<file path="src/rtl/gpio_bank_pkg.sv">
package gpio_bank_pkg;

  // word indices; byte offset = index * 4
  localparam int unsigned IDX_DIR   = 0;
  localparam int unsigned IDX_OUT   = 1;
  localparam int unsigned IDX_LVLIN = 2;
  localparam int unsigned IDX_MASK  = 3;
  localparam int unsigned IDX_TRIG  = 4;
  localparam int unsigned IDX_EDGE  = 5;
  localparam int unsigned IDX_LPOL  = 6;
  localparam int unsigned IDX_STAT  = 7;
  localparam int unsigned IDX_ALT   = 8;
  localparam int unsigned IDX_LAST  = IDX_ALT;

  typedef enum logic [3:0] {
    RD_DIR, RD_OUT, RD_LVLIN, RD_MASK, RD_TRIG,
    RD_EDGE, RD_LPOL, RD_STAT, RD_ALT, RD_NONE
  } rd_sel_e;

  typedef struct packed {
    logic    wrDir;
    logic    wrOut;
    logic    wrMask;
    logic    wrTrig;
    logic    wrEdge;
    logic    wrLpol;
    logic    wrAlt;
    logic    clrStat;
    rd_sel_e rdSel;
  } gpio_strb_t;

endpackage

</file>
<file path="src/rtl/gpio_bank_ctrl.sv">
module gpio_bank_ctrl
  import gpio_bank_pkg::*;
#(
  parameter int unsigned ADDR_W = 6,
  parameter int unsigned DATA_W = 16
) (
  input  logic              clk,
  input  logic              rstN,
  input  logic              regWrEn,
  input  logic [ADDR_W-1:0] regAddr,
  input  logic [DATA_W-1:0] regWrData,
  output gpio_strb_t        strb
);

  localparam int unsigned IDX_W = ADDR_W - 2;

  logic             aligned;
  logic [IDX_W-1:0] wordIdx;
  logic             inRange;
  logic             hit;

  assign aligned = (regAddr[1:0] == 2'b00);
  assign wordIdx = regAddr[ADDR_W-1:2];
  assign inRange = (int'(wordIdx) <= int'(IDX_LAST));
  assign hit     = aligned && inRange;

  always_comb begin
    strb         = '0;
    strb.rdSel   = RD_NONE;
    if (hit) begin
      strb.rdSel = rd_sel_e'(wordIdx);
    end
    if (regWrEn && hit) begin
      case (int'(wordIdx))
        IDX_DIR:  strb.wrDir  = 1'b1;
        IDX_OUT:  strb.wrOut  = 1'b1;
        IDX_MASK: strb.wrMask = 1'b1;
        IDX_TRIG: strb.wrTrig = 1'b1;
        IDX_EDGE: strb.wrEdge = 1'b1;
        IDX_LPOL: strb.wrLpol = 1'b1;
        IDX_ALT:  strb.wrAlt  = 1'b1;
        IDX_STAT: strb.clrStat = (regWrData == '0);
        default:  ;
      endcase
    end
  end

  logic [7:0] wrVec;
  assign wrVec = {strb.wrDir, strb.wrOut, strb.wrMask, strb.wrTrig,
                  strb.wrEdge, strb.wrLpol, strb.wrAlt, strb.clrStat};

  assert_wr_onehot_R11: assert property (@(posedge clk) disable iff (!rstN)
    $onehot0(wrVec));

  assert_no_wr_idle_R11: assert property (@(posedge clk) disable iff (!rstN)
    (!regWrEn || !aligned) |-> (wrVec == '0));

endmodule

</file>
<file path="src/rtl/gpio_bank_dp.sv">
module gpio_bank_dp
  import gpio_bank_pkg::*;
#(
  parameter int unsigned NUM_PINS    = 16,
  parameter int unsigned SYNC_STAGES = 2
) (
  input  logic                clk,
  input  logic                rstN,
  input  gpio_strb_t          strb,
  input  logic [NUM_PINS-1:0] wrData,
  input  logic [NUM_PINS-1:0] pinIn,
  output logic [NUM_PINS-1:0] rdData,
  output logic [NUM_PINS-1:0] pinOut,
  output logic [NUM_PINS-1:0] pinOe,
  output logic [NUM_PINS-1:0] altSel,
  output logic                irqOut
);

  logic [NUM_PINS-1:0] dirReg, outReg, altReg, maskReg;
  logic [NUM_PINS-1:0] trigReg, edgeReg, lpolReg, statReg;
  logic [NUM_PINS-1:0] syncQ [SYNC_STAGES];
  logic [NUM_PINS-1:0] pinNow, prevQ;
  logic [NUM_PINS-1:0] hitVec, evtVec;

  // configuration registers
  always_ff @(posedge clk) begin
    if (!rstN) begin
      dirReg  <= '0;
      outReg  <= '0;
      altReg  <= '0;
      maskReg <= '1;
      trigReg <= '0;
      edgeReg <= '0;
      lpolReg <= '0;
    end else begin
      if (strb.wrDir)  dirReg  <= wrData;
      if (strb.wrOut)  outReg  <= wrData;
      if (strb.wrAlt)  altReg  <= wrData;
      if (strb.wrMask) maskReg <= wrData;
      if (strb.wrTrig) trigReg <= wrData;
      if (strb.wrEdge) edgeReg <= wrData;
      if (strb.wrLpol) lpolReg <= wrData;
    end
  end

  // input synchronizer and previous-sample register
  always_ff @(posedge clk) begin
    if (!rstN) begin
      for (int s = 0; s < SYNC_STAGES; s++) syncQ[s] <= '0;
      prevQ <= '0;
    end else begin
      syncQ[0] <= pinIn;
      for (int s = 1; s < SYNC_STAGES; s++) syncQ[s] <= syncQ[s-1];
      prevQ <= syncQ[SYNC_STAGES-1];
    end
  end

  assign pinNow = syncQ[SYNC_STAGES-1];

  // per-pin trigger evaluation
  for (genvar g = 0; g < NUM_PINS; g++) begin : gPin
    logic riseHit, fallHit, edgeHit, levelHit;
    assign riseHit  = pinNow[g] & ~prevQ[g];
    assign fallHit  = ~pinNow[g] & prevQ[g];
    assign edgeHit  = edgeReg[g] ? riseHit : fallHit;
    assign levelHit = lpolReg[g] ? pinNow[g] : ~pinNow[g];
    assign hitVec[g] = trigReg[g] ? levelHit : edgeHit;
  end

  assign evtVec = hitVec & ~maskReg;

  // sticky status; a new event outranks a clear in the same cycle
  always_ff @(posedge clk) begin
    if (!rstN) statReg <= '0;
    else       statReg <= (strb.clrStat ? '0 : statReg) | evtVec;
  end

  assign irqOut = |statReg;
  assign pinOut = outReg;
  assign pinOe  = dirReg;
  assign altSel = altReg;

  always_comb begin
    case (strb.rdSel)
      RD_DIR:   rdData = dirReg;
      RD_OUT:   rdData = outReg;
      RD_LVLIN: rdData = pinNow;
      RD_MASK:  rdData = maskReg;
      RD_TRIG:  rdData = trigReg;
      RD_EDGE:  rdData = edgeReg;
      RD_LPOL:  rdData = lpolReg;
      RD_STAT:  rdData = statReg;
      RD_ALT:   rdData = altReg;
      default:  rdData = '0;
    endcase
  end

  logic clrQ;
  always_ff @(posedge clk) begin
    if (!rstN) clrQ <= 1'b0;
    else       clrQ <= strb.clrStat;
  end

  assert_mask_blocks_R7: assert property (@(posedge clk) disable iff (!rstN)
    1'b1 |=> ((statReg & ~$past(statReg) & $past(maskReg)) == '0));

  assert_sticky_R8: assert property (@(posedge clk) disable iff (!rstN)
    !clrQ |-> ((statReg & $past(statReg)) == $past(statReg)));

  assert_clear_R8: assert property (@(posedge clk) disable iff (!rstN)
    (strb.clrStat && (evtVec == '0)) |=> (statReg == '0));

  assert_edge_needs_change_R5: assert property (@(posedge clk) disable iff (!rstN)
    (hitVec & ~trigReg & ~(pinNow ^ prevQ)) == '0);

  assert_irq_source_R9: assert property (@(posedge clk) disable iff (!rstN)
    $rose(irqOut) |-> $past(evtVec != '0));

endmodule

</file>
<file path="src/rtl/gpio_irq_bank.sv">
module gpio_irq_bank
  import gpio_bank_pkg::*;
#(
  parameter int unsigned NUM_PINS    = 16,
  parameter int unsigned ADDR_W      = 6,
  parameter int unsigned SYNC_STAGES = 2
) (
  input  logic                clk,
  input  logic                rstN,
  input  logic                regWrEn,
  input  logic [ADDR_W-1:0]   regAddr,
  input  logic [NUM_PINS-1:0] regWrData,
  output logic [NUM_PINS-1:0] regRdData,
  input  logic [NUM_PINS-1:0] pinIn,
  output logic [NUM_PINS-1:0] pinOut,
  output logic [NUM_PINS-1:0] pinOe,
  output logic [NUM_PINS-1:0] altSel,
  output logic                irqOut
);

  gpio_strb_t strb;

  gpio_bank_ctrl #(.ADDR_W(ADDR_W), .DATA_W(NUM_PINS)) u_ctrl (
    .clk(clk), .rstN(rstN), .regWrEn(regWrEn), .regAddr(regAddr),
    .regWrData(regWrData), .strb(strb)
  );

  gpio_bank_dp #(.NUM_PINS(NUM_PINS), .SYNC_STAGES(SYNC_STAGES)) u_dp (
    .clk(clk), .rstN(rstN), .strb(strb), .wrData(regWrData),
    .pinIn(pinIn), .rdData(regRdData), .pinOut(pinOut), .pinOe(pinOe),
    .altSel(altSel), .irqOut(irqOut)
  );

endmodule

</file>
<file path="config.mk">
export PLATFORM = sky130hd
export DESIGN_NAME = gpio_irq_bank
export DESIGN_NICKNAME = d
export VERILOG_FILES = /design/src/rtl/gpio_bank_pkg.sv /design/src/rtl/gpio_bank_ctrl.sv /design/src/rtl/gpio_bank_dp.sv /design/src/rtl/gpio_irq_bank.sv
export SDC_FILE = /design/constraint.sdc
export NUM_CORES = 1
export LEC_CHECK = 0
export BUFFER_PORTS_ARGS = -buffer_cell sky130_fd_sc_hd__clkbuf_2
export CAP_MARGIN = 15
export CORE_ASPECT_RATIO = 0.7
export CORE_MARGIN = 2
export CORE_UTILIZATION = 57
export CTS_CLUSTER_DIAMETER = 80
export DETAILED_ROUTE_END_ITERATION = 10
export PLACE_DENSITY = 0.79
export RECOVER_POWER = 25
export REMOVE_ABC_BUFFERS = 1
export SLEW_MARGIN = 20
export SYNTH_ARGS = -nofsm -noshare
export SYNTH_HDL_FRONTEND = slang
export SYNTH_SLANG_ARGS = --single-unit
</file>
<file path="constraint.sdc">
create_clock -name clk -period 2.6 [get_ports clk]
set_input_delay 0.52 -clock clk [delete_from_list [all_inputs] [get_ports clk]]
set_output_delay 0.52 -clock clk [all_outputs]
set_load 0.03 [all_outputs]
</file>
==> results by group, run 1 <==
Timing
  – RSZ-0062 raised after global routing: true
  – Worst Skew: 0.00644 ns
  – Slew Viols, Final: 129
  – Slew @ Worst Pin: 2.05 ns
  – Min cycle time layout: 2.56 ns
  – Final Setup Violations: 0
  – Fmax: 390 MHz
  – Max_slew headroom: -36.7%
  – Final period util: 98.6%
  – Worst setup margin: 0.0357 ns
  – Fin. Hold Viols: 0

CTS
  – Max Root-Sink Buffers: 2
  – Root Driver: clkbuf_16
  – TritonCTS clock tree: done
  – Clock Pin Slew Worst Setup and Hold Paths: 0.06 ns
  – Worst-skew pair later-pin latency: 0.42 ns
  – Num CTS Buffers: 17
  – CTS H-tree lvls: 4
  – CTS Hold Buffers Added: 0
  – Clock Sink Count: 176

Floorplanning
  – Starting Density: 57.9%
  – Area of the core: 13100 µm²
  – DIE AREA: 14200 µm²
  – Die X: 142 µm
  – Ports: 106
  – Die height: 100 µm
  – Row count: 35

Routing
  – DRT Pass-1 Iters: 6
  – DR vias: 7291
  – DRC viols: 0
  – Post-DR vias/cell: 6.03
  – Final ANT Viol Nets: 0
  – Final wirelength: 21700 µm
  – 1st-iter DRT viols: 740
  – Post-DR wirelength/cell: 17.9 µm

Power and ir drop
  – Leak: 3.55 nW
  – Power density cells: 594 nW/µm²
  – Design Power: 0.00542 W
  – Maximum VDD drop: 0.000400 V

Yosys
  – Cells after synthesis: 922
  – Post-synthesis sequential area ratio: 46.7%
  – Top_reg_cell synth: dfxtp_1
  – Post-Syn Area: 7550 µm²
  – Synth warn: 0
  – Syn Area/Cell: 8.19 µm²
  – Async SR Flop Fraction: 0%
  – Post-synth EDFFs: 0
  – Distinct cells, synth: 38
  – #FFs+latches synth: 176

Placed design
  – Dpl cells: 1181
  – I/O Buffers: 105
  – Place WS: -0.0457 ns
  – RD Place Congestion: 0.872
  – DPL Wire Length: 14500 µm

Worst setup path
  – Data required, critical path: 2.08 ns
  – FF-to-FF Start: u_dp.syncQ[0][29]
  – CP max stage delay: 0.58 ns
  – Most used cell, CP: buf_6
  – Critical path capture point type: output port
  – Critical-path cell list: buf_6 > or4b_4 > nor3_4 > buf_6 > a221oi_1 > nand3_1 > buf_6
  – CP startpoint: regAddr[1]
  – Startpoint types: input port
  – WS Path Type: input port to output port
  – Critical Path AT: 2.04 ns
  – Crit-path slowest cell: or4b_4
  – CP Max Fanout: 7

Global routing
  – First-pass GRT wire length: 34200 µm
  – Initial antenna violation count: 0
  – Total Routing Usage GR: 30.9%
  – Vias in the first global route: 6623
  – Pin count of the biggest net entering global routing: 129
  – Grt ovf: 0

Finish
  – Antenna diode count: 0
  – Most frequent cells in the layout: nand2_1 (242), dfxtp_1 (176), clkbuf_2 (88)
  – Final Non-Filler Cells: 1210
  – Share of cells above drive strength 1: 18.8%
  – Fillers: 1051
  – Area delta synth->final: 20.7%
  – Commonest non-fill, non-tap cell in the layout: nand2_1
  – Net count reported at finish: 1075

Run status
  – Failing checks: max-capacitance violations, max-slew violations
  – Outcome: finished, violations left

Min path
  – Worst Hold Launch: pinIn[4]
  – Hold crit path type: input port to flip-flop

Flow run
  – Max Cap Violations: 1
==> kinds of logic after synthesis <==
group / synth area share, %
xor gates and xnor gates: 1.86
DFF: 46.7
and+or+nand+nor: 28.5
AOI/OAI and AO/OA: 17.1
muxes: 2.12
buffers and inverters: 3.80
==> stage by stage <==
step / hold slack, ns / util (%) / setup TNS, ns / cell area, µm²
global placement: 0.415 / 65.1 / -0.0477 / 8500
finish: 0.303 / 69.9 / 0 / 9120
global route: 0.297 / 69.9 / -0.116 / 9120
CTS: 0.299 / 69.2 / 0 / 9030
floorplan: 0.406 / - / -49.25 / 7270
detailed placement: 0.418 / 65.1 / -0.227 / 8500
==> power breakdown <==
group          leakage [nW]  switching (W)  internal [W]
combinational          1.88       0.000214      0.000123
sequential             1.43      0.0000273       0.00273
clock                 0.245       0.000993       0.00132
total                  3.55        0.00123       0.00418
==> state kept, by name (all words and copies together) (netlist names) <==
register,flops
u_dp.lpolReg,16
u_dp.prevQ,16
u_dp.maskReg,16
u_dp.statReg,16
u_dp.trigReg,16
u_dp.pinOe,16
u_dp.syncQ,32
u_dp.pinOut,16
u_dp.altSel,16
u_dp.edgeReg,16
==> layout make-up <==
class | count | area (µm²) | area share, %
inverter | 1 | 3.75 | 0.0412
clock inverter | 6 | 62.6 | 0.686
timing repair buffer | 160 | 1090 | 11.9
clock buffer | 23 | 458 | 5.02
multi-input combinational | 678 | 3770 | 41.4
sequential | 176 | 3520 | 38.6
tap | 166 | 208 | 2.28
==> layer usage <==
metal / share of wire, % / up-vias / global-route usage (%)
met1: 44 / 3405 / 42.8
met2: 45 / 384 / 47.8
li1: - / 3453 / -
met3: 9.2 / 49 / 6.20
met4: 2.4 / 0 / 12.2
met5: 0 / - / 0
==> cells in the mapped netlist, types with 3 or more instances <==
library cell	instances	area, µm²
xor2_1	16	140
nand3b_1	29	218
nand2b_1	17	106
nor4_1	7	43.8
o21ai_0	16	80.1
a22oi_1	16	120
o22ai_1	30	188
buf_2	16	80.1
a21oi_1	64	320
nand2_1	242	908
o32ai_1	16	140
nor2_1	4	15.0
and2_1	48	300
clkbuf_1	44	165
nand3_1	69	345
a221oi_1	16	140
o2bb2ai_1	16	140
buf_1	5	18.8
nand4_1	3	18.8
dfxtp_1	176	3520
mux2i_1	16	160
and3_1	5	31.3
o21ai_1	32	160
==> path summary, 6_finish.rpt <==
path                             to  slack, ns  cells past startpoint
setup / recovery      regRdData[15]       0.04                      7
hold / removal     u_dp.syncQ[0][4]       0.30                      2
setup reg to reg   u_dp.statReg[13]       1.45                      4
hold reg to reg   u_dp.syncQ[0][31]       0.43                      1
==> worst max-delay path, delay by kind of cell <==
kind / cells / cell delay [ns]
buffers and inverters: 3 / 0.43
and+or+nand+nor: 3 / 0.99
AOI/OAI and AO/OA: 1 / 0.10
==> what timing repair did <==
action                     in CTS  in global routing
hold endpoints to repair        0                  0
pin swaps                       0                  8
setup buffers                   0                  0
setup endpoints to repair      14                 10
gates resized for setup         3                 59
(Power assumes the default switching activity.)
==> inputs of run 2 (changes only) <==
Settings changed: BUFFER_PORTS_ARGS -buffer_cell sky130_fd_sc_hd__clkbuf_2 to -buffer_cell sky130_fd_sc_hd__buf_2, CORE_UTILIZATION 57 to 40, PLACE_DENSITY 0.79 to default.
==> run 2 against run 1 <==
Against the previous run:
- the flow still finishes with violations (max-capacitance violations, max-slew violations)
- first-iteration DRC count grew 11%
- largest power group unchanged
- cell count increased by 6.9%
- clock skew grew 0.00067 ns
- utilization is 19 points lower
- total power grew 2.5%
- clock-buffer cell count decreased by 4
- critical path type unchanged
- largest cell class unchanged
- die area up 41%
==> results by group, run 2 (synthesized netlist as in run 1, its figures left out) <==
Worst setup path
  – Data required, critical path: 2.08 ns (about the same)
  – CP Max Fanout: 13 (+6)
  – Crit-path slowest cell: or4b_4
  – Crit path buf inv count: 3 (unchanged)
  – Critical path capture point type: output port
  – WS Path Type: input port to output port
  – Critical-path cell list: buf_2 > or4b_4 > nor3_4 > buf_12 > a221oi_1 > nand3_1 > clkbuf_4
  – Critical Path AT: 2.05 ns (about the same)
  – Critical path's top delay family: simple AND/OR/NAND/NOR gates
  – Register-to-Register Path Depth: 4 (unchanged)
  – Startpoint types: input port
  – CP max stage delay: 0.59 ns (about the same)
  – CP Depth: 7 (unchanged)

Timing
  – Slew @ Worst Pin: 2.19 ns (+0.144 ns)
  – Final Setup Violations: 0 (unchanged)
  – Final setup TNS: 0 ns (unchanged)
  – Slew Viols, Final: 129 (unchanged)
  – Worst hold slack: 0.278 ns (-0.0252 ns)
  – Max_slew headroom: -46.3% (-9.6 points)
  – RSZ-0062 raised after global routing: true
  – Worst Skew: 0.00711 ns (+0.000668 ns)
  – Fmax: 389 MHz (-0.35%)
  – Final period util: 99.0% (+0.35 points)
  – Fin. Hold Viols: 0 (unchanged)
  – Min cycle time layout: 2.57 ns (+0.00907 ns)

Floorplanning
  – DIE AREA: 20000 µm² (+41%)
  – Die height: 119 µm (+19%)
  – Ports: 106 (unchanged)
  – Starting Density: 41.3% (-17 points)
  – Die X: 168 µm (+19%)
  – Row count: 41 (+17%)
  – Area of the core: 18300 µm² (+40%)

CTS
  – Worst-skew pair later-pin latency: 0.44 ns (+0.02 ns)
  – Max Root-Sink Buffers: 2 (unchanged)
  – CTS H-tree lvls: 4 (unchanged)
  – Clock Sink Count: 176 (unchanged)
  – Clock Pin Slew Worst Setup and Hold Paths: 0.07 ns (about the same)
  – TritonCTS clock tree: done
  – CTS Hold Buffers Added: 0 (unchanged)
  – Root Driver: clkbuf_16
  – Num CTS Buffers: 17 (unchanged)

Global routing
  – Grt ovf: 0 (unchanged)
  – Pin count of the biggest net entering global routing: 129 (unchanged)
  – First-pass GRT wire length: 38200 µm (+12%)
  – Total Routing Usage GR: 24.7% (-6.2 points)
  – Vias in the first global route: 6548 (-1.1%)
  – Initial antenna violation count: 0 (unchanged)

Finish
  – Commonest non-fill, non-tap cell in the layout: nand2_1
  – Net count reported at finish: 1086 (+1.0%)
  – Antenna diode count: 0 (unchanged)
  – Largest Register: u_dp.syncQ
  – Share of cells above drive strength 1: 19.9% (+1.2 points)
  – Most frequent cells in the layout: nand2_1 (242), dfxtp_1 (176), buf_2 (94)
  – Max reg flops: 32 (unchanged)
  – Area delta synth->final: 23.0%

Routing
  – DRC viols: 0 (unchanged)
  – Post-DR wirelength/cell: 18.7 µm (+4.4%)
  – Final ANT Viol Nets: 0 (unchanged)
  – DRT Pass-1 Iters: 5 (-1)
  – DR vias: 7158 (-1.8%)
  – Final wirelength: 24200 µm (+12%)
  – 1st-iter DRT viols: 819 (+11%)
  – Post-DR vias/cell: 5.53 (-8.2%)

Run status
  – Failing checks: max-capacitance violations, max-slew violations
  – Outcome: finished, violations left

Power and ir drop
  – Maximum VDD drop: 0.000401 V (+0.16%)
  – Power density cells: 598 nW/µm² (+0.68%)
  – Leak: 3.64 nW (+2.6%)
  – Design Power: 0.00555 W (+2.5%)

Placed design
  – I/O Buffers: 105 (unchanged)
  – DPL Wire Length: 16500 µm (+14%)
  – RD Place Congestion: 0.868 (-0.45%)

Flow run
  – Max Cap Violations: 1 (unchanged)

Min path
  – Hold path cells: 2 (unchanged)
  – Hold crit path type: input port to flip-flop
## run 2: repair_timing
action,CTS,global route
buffers inserted,0,0
gates resized for setup,2,18
setup endpoints to repair,16,14
## run 2: cell type report
cell class,instances,area (µm²)
multi-input combinational,678,3770
tap,236,295
clock inverter,13,105
sequential,176,3520
inverter,1,3.75
timing repair buffer,171,1130
fill,1761,8980
clock buffer,19,453
## run 2: metal layers
| metal | wire length [µm] | vias up | GRT usage [%] |
|---|---|---|---|
| li1 | - | 3482 | - |
| met1 | 11700 | 3328 | 37.0 |
| met2 | 10100 | 311 | 35.4 |
| met3 | 1890 | 37 | 4.29 |
| met4 | 554 | 0 | 8.73 |
| met5 | 0 | - | 0 |
## run 2: through the flow
stage / worst slack (ns) / cell area (µm²) / util [%] / instances
2_1_floorplan: -1.03 / 7270 / - / 855
3_3_place_gp: -0.0590 / 8700 / 47.7 / 1262
3_5_place_dp: -0.0927 / 8700 / 47.7 / 1262
4_1_cts: 0.0330 / 9270 / 50.8 / 1294
5_1_grt: -0.0143 / 9290 / 50.8 / 1294
6_report: 0.0267 / 9290 / 50.8 / 1294
## run 2: path summary, 6_finish.rpt
path / start / end / slack [ns]
worst max-delay path: regAddr[3] / regRdData[4] / 0.03
worst min-delay path: pinIn[1] / u_dp.syncQ[0][1] / 0.28
worst max register to register: u_dp.syncQ[0][30] / u_dp.statReg[14] / 1.40
worst min register to register: u_dp.syncQ[0][11] / u_dp.syncQ[0][27] / 0.43
## run 2: report_power, final
group / switching [W] / internal (W)
Clock: 0.00115 / 0.00129
Combinational: 0.000225 / 0.000129
Sequential: 0.0000267 / 0.00273
==> inputs of run 3 (changes only) <==
==> constraint.sdc (replaced) <==
create_clock -name clk -period 2.6 [get_ports clk]
set_input_delay 0.39 -clock clk [delete_from_list [all_inputs] [get_ports clk]]
set_output_delay 0.39 -clock clk [all_outputs]
set_load 0.03 [all_outputs]
==> run 3 against run 2 <==
Against the previous run:
- the flow still finishes with violations (max-capacitance violations, max-slew violations)
- largest power group is now clock
- total power up 6.9%
- combinational power down 5%
- cell count down 0.77%
- wire length down 1.1%
- clock-buffer cell count unchanged
==> results by group, run 3 (synthesized netlist as in run 1, its figures left out) <==
Worst setup path
  – Crit-path slowest cell: or4b_1
  – Crit path buf inv count: 3 (unchanged)
  – Critical path's top delay family: simple AND/OR/NAND/NOR gates
  – Critical path capture point type: output port
  – CP Max Fanout: 13 (unchanged)
  – Critical Path AT: 2.02 ns (-0.03 ns)
  – Data required, critical path: 2.21 ns (+0.13 ns)
  – WS Path Type: input port to output port
  – Startpoint types: input port
  – Most used cell, CP: buf_2
  – Critical-path cell list: buf_2 > or4b_1 > nor3_4 > buf_4 > a221oi_1 > nand3_1 > buf_2
  – CP max stage delay: 0.61 ns (+0.02 ns)

Power and ir drop
  – Combinational share of power: 5.6% (-0.8 points)
  – Net Sw Frac: 22.8% (-2.4 points)
  – Power density cells: 644 nW/µm² (+7.7%)
  – Clk network pwr share: 47.9% (+4.0 points)
  – Internal: 0.00458 W (+10%)
  – Maximum VDD drop: 0.000318 V (-21%)
  – Seq pwr share: 46.5% (-3.2 points)
  – Leak: 3.59 nW (-1.5%)
  – Net Sw Power: 0.00136 W (-3.3%)

Routing
  – 1st-iter DRT viols: 613 (-25%)
  – Final wirelength: 24000 µm (-1.1%)
  – Post-DR vias/cell: 5.50 (-0.50%)
  – DRC viols: 0 (unchanged)
  – DRT Pass-1 Iters: 5 (unchanged)
  – DR vias: 7067 (-1.3%)
  – Post-DR wirelength/cell: 18.7 µm (-0.29%)
  – Final ANT Viol Nets: 0 (unchanged)

CTS
  – Post-cts resize count: 0 (-2)
  – Clock Sink Count: 176 (unchanged)
  – Clock Pin Slew Worst Setup and Hold Paths: 0.07 ns (about the same)
  – CTS H-tree lvls: 4 (unchanged)
  – Max Root-Sink Buffers: 2 (unchanged)
  – Post-CTS Setup Inserts: 0 (unchanged)
  – Worst-skew pair later-pin latency: 0.44 ns (about the same)
  – TritonCTS clock tree: done
  – Num CTS Buffers: 17 (unchanged)
  – Root Driver: clkbuf_16
  – CTS Hold Buffers Added: 0 (unchanged)

Floorplanning
  – Die height: 119 µm (unchanged)
  – Die X: 168 µm (unchanged)
  – Starting Density: 41.3% (unchanged)
  – Ports: 106 (unchanged)
  – Row count: 41 (unchanged)
  – DIE AREA: 20000 µm² (unchanged)
  – Area of the core: 18300 µm² (unchanged)

Finish
  – Largest Register: u_dp.syncQ
  – Antenna diode count: 0 (unchanged)
  – Max reg flops: 32 (unchanged)
  – Final Non-Filler Cells: 1284 (-0.77%)
  – Most frequent cells in the layout: nand2_1 (242), dfxtp_1 (176), buf_2 (95)
  – Area delta synth->final: 22.0%
  – Commonest non-fill, non-tap cell in the layout: nand2_1
  – Final Util: 50.5% (-0.39 points)
  – Share of cells above drive strength 1: 18.2% (-1.7 points)
  – Net count reported at finish: 1076 (-0.92%)

Placed design
  – DPL Wire Length: 16300 µm (-1.2%)
  – RD Place Congestion: 0.872 (+0.47%)
  – Place WS: 0.216 ns (+0.309 ns)
  – I/O Buffers: 105 (unchanged)
  – Dpl cells: 1252 (-0.79%)

Flow run
  – Max Cap Violations: 1 (unchanged)

Timing
  – Slew @ Worst Pin: 2.17 ns (-0.0280 ns)
  – Final Setup Violations: 0 (unchanged)
  – Final setup TNS: 0 ns (unchanged)
  – Worst setup margin: 0.185 ns (+0.159 ns)
  – Worst Skew: 0.00784 ns (+0.000736 ns)
  – Final period util: 92.9% (-6.1 points)
  – Max_slew headroom: -44.4% (+1.9 points)
  – Slew Viols, Final: 129 (unchanged)
  – Fin. Hold Viols: 0 (unchanged)
  – RSZ-0062 raised after global routing: false
  – Min cycle time layout: 2.41 ns (-0.159 ns)
  – Fmax: 414 MHz (+6.6%)
  – Worst hold slack: 0.149 ns (-0.129 ns)

Global routing
  – First-pass GRT wire length: 37400 µm (-2.0%)
  – Pin count of the biggest net entering global routing: 129 (unchanged)
  – Vias in the first global route: 6531 (-0.26%)
  – Initial antenna violation count: 0 (unchanged)
  – Total Routing Usage GR: 24.1% (-0.59 points)
  – Grt ovf: 0 (unchanged)

Min path
  – Hold crit path type: input port to flip-flop

Run status
  – Failing checks: max-capacitance violations, max-slew violations
  – Outcome: finished, violations left
-- run 3: cell count changes in the layout (fill, tap and decap cells not counted), moves of 4 or more --
cell | before | now
clkbuf_4 | 8 | 0
clkinv_4 | 6 | 1
clkbuf_1 | 6 | 12
bufinv_16 | 0 | 5
clkinvlp_4 | 1 | 5
-- run 3: cell type report --
| cell class | count | area (µm²) |
|---|---|---|
| Multi-Input combinational cell | 678 | 3750 |
| Clock inverter | 13 | 210 |
| Inverter | 1 | 3.75 |
| Clock buffer | 19 | 443 |
| Tap cell | 236 | 295 |
| Fill cell | 1729 | 9050 |
| Timing Repair Buffer | 161 | 992 |
| Sequential cell | 176 | 3520 |
-- run 3: per-stage QoR --
| stage | power, W | instance area [µm²] |
|---|---|---|
| finish | 0.00594 | 9210 |
| CTS | 0.00596 | 9250 |
| global route | 0.00612 | 9210 |
| global placement | 0.00315 | 8590 |
| floorplan | 0.00294 | 7270 |
| detailed placement | 0.00315 | 8590 |
-- run 3: layer usage --
| metal | part of all wire (%) | global-route usage (%) | routed length [µm] |
|---|---|---|---|
| met4 | 1.8 | 7.97 | 436 |
| met2 | 42 | 36.0 | 10100 |
| met5 | 0 | 0 | 0 |
| met3 | 8.2 | 5.22 | 1980 |
| met1 | 48 | 34.4 | 11400 |
-- run 3: worst paths after layout --
kind	startpoint	endpoint	slack (ns)	depth (start not counted)
min reg2reg	u_dp.syncQ[0][1]	u_dp.syncQ[0][17]	0.43	1
max	regAddr[4]	regRdData[4]	0.19	7
max reg2reg	u_dp.syncQ[0][30]	u_dp.statReg[14]	1.47	4
min	pinIn[1]	u_dp.syncQ[0][1]	0.15	2
-- run 3: worst register-to-register path, cell delays in order (launching register included) --
cell and delay [ns]:
dfxtp_1 0.35, nand2b_1 0.16, o22ai_1 0.16, o21ai_0 0.15, o32ai_1 0.22
-- run 3: power by group through the flow --
stage / logic (W) / clock network, W / registers [W]
2_1_floorplan: 0.000121 / 0 / 0.00282
3_3_place_gp: 0.000332 / 0 / 0.00282
3_5_place_dp: 0.000334 / 0 / 0.00282
4_1_cts: 0.000335 / 0.00287 / 0.00276
5_1_grt: 0.000361 / 0.00299 / 0.00276
6_report: 0.000335 / 0.00284 / 0.00276
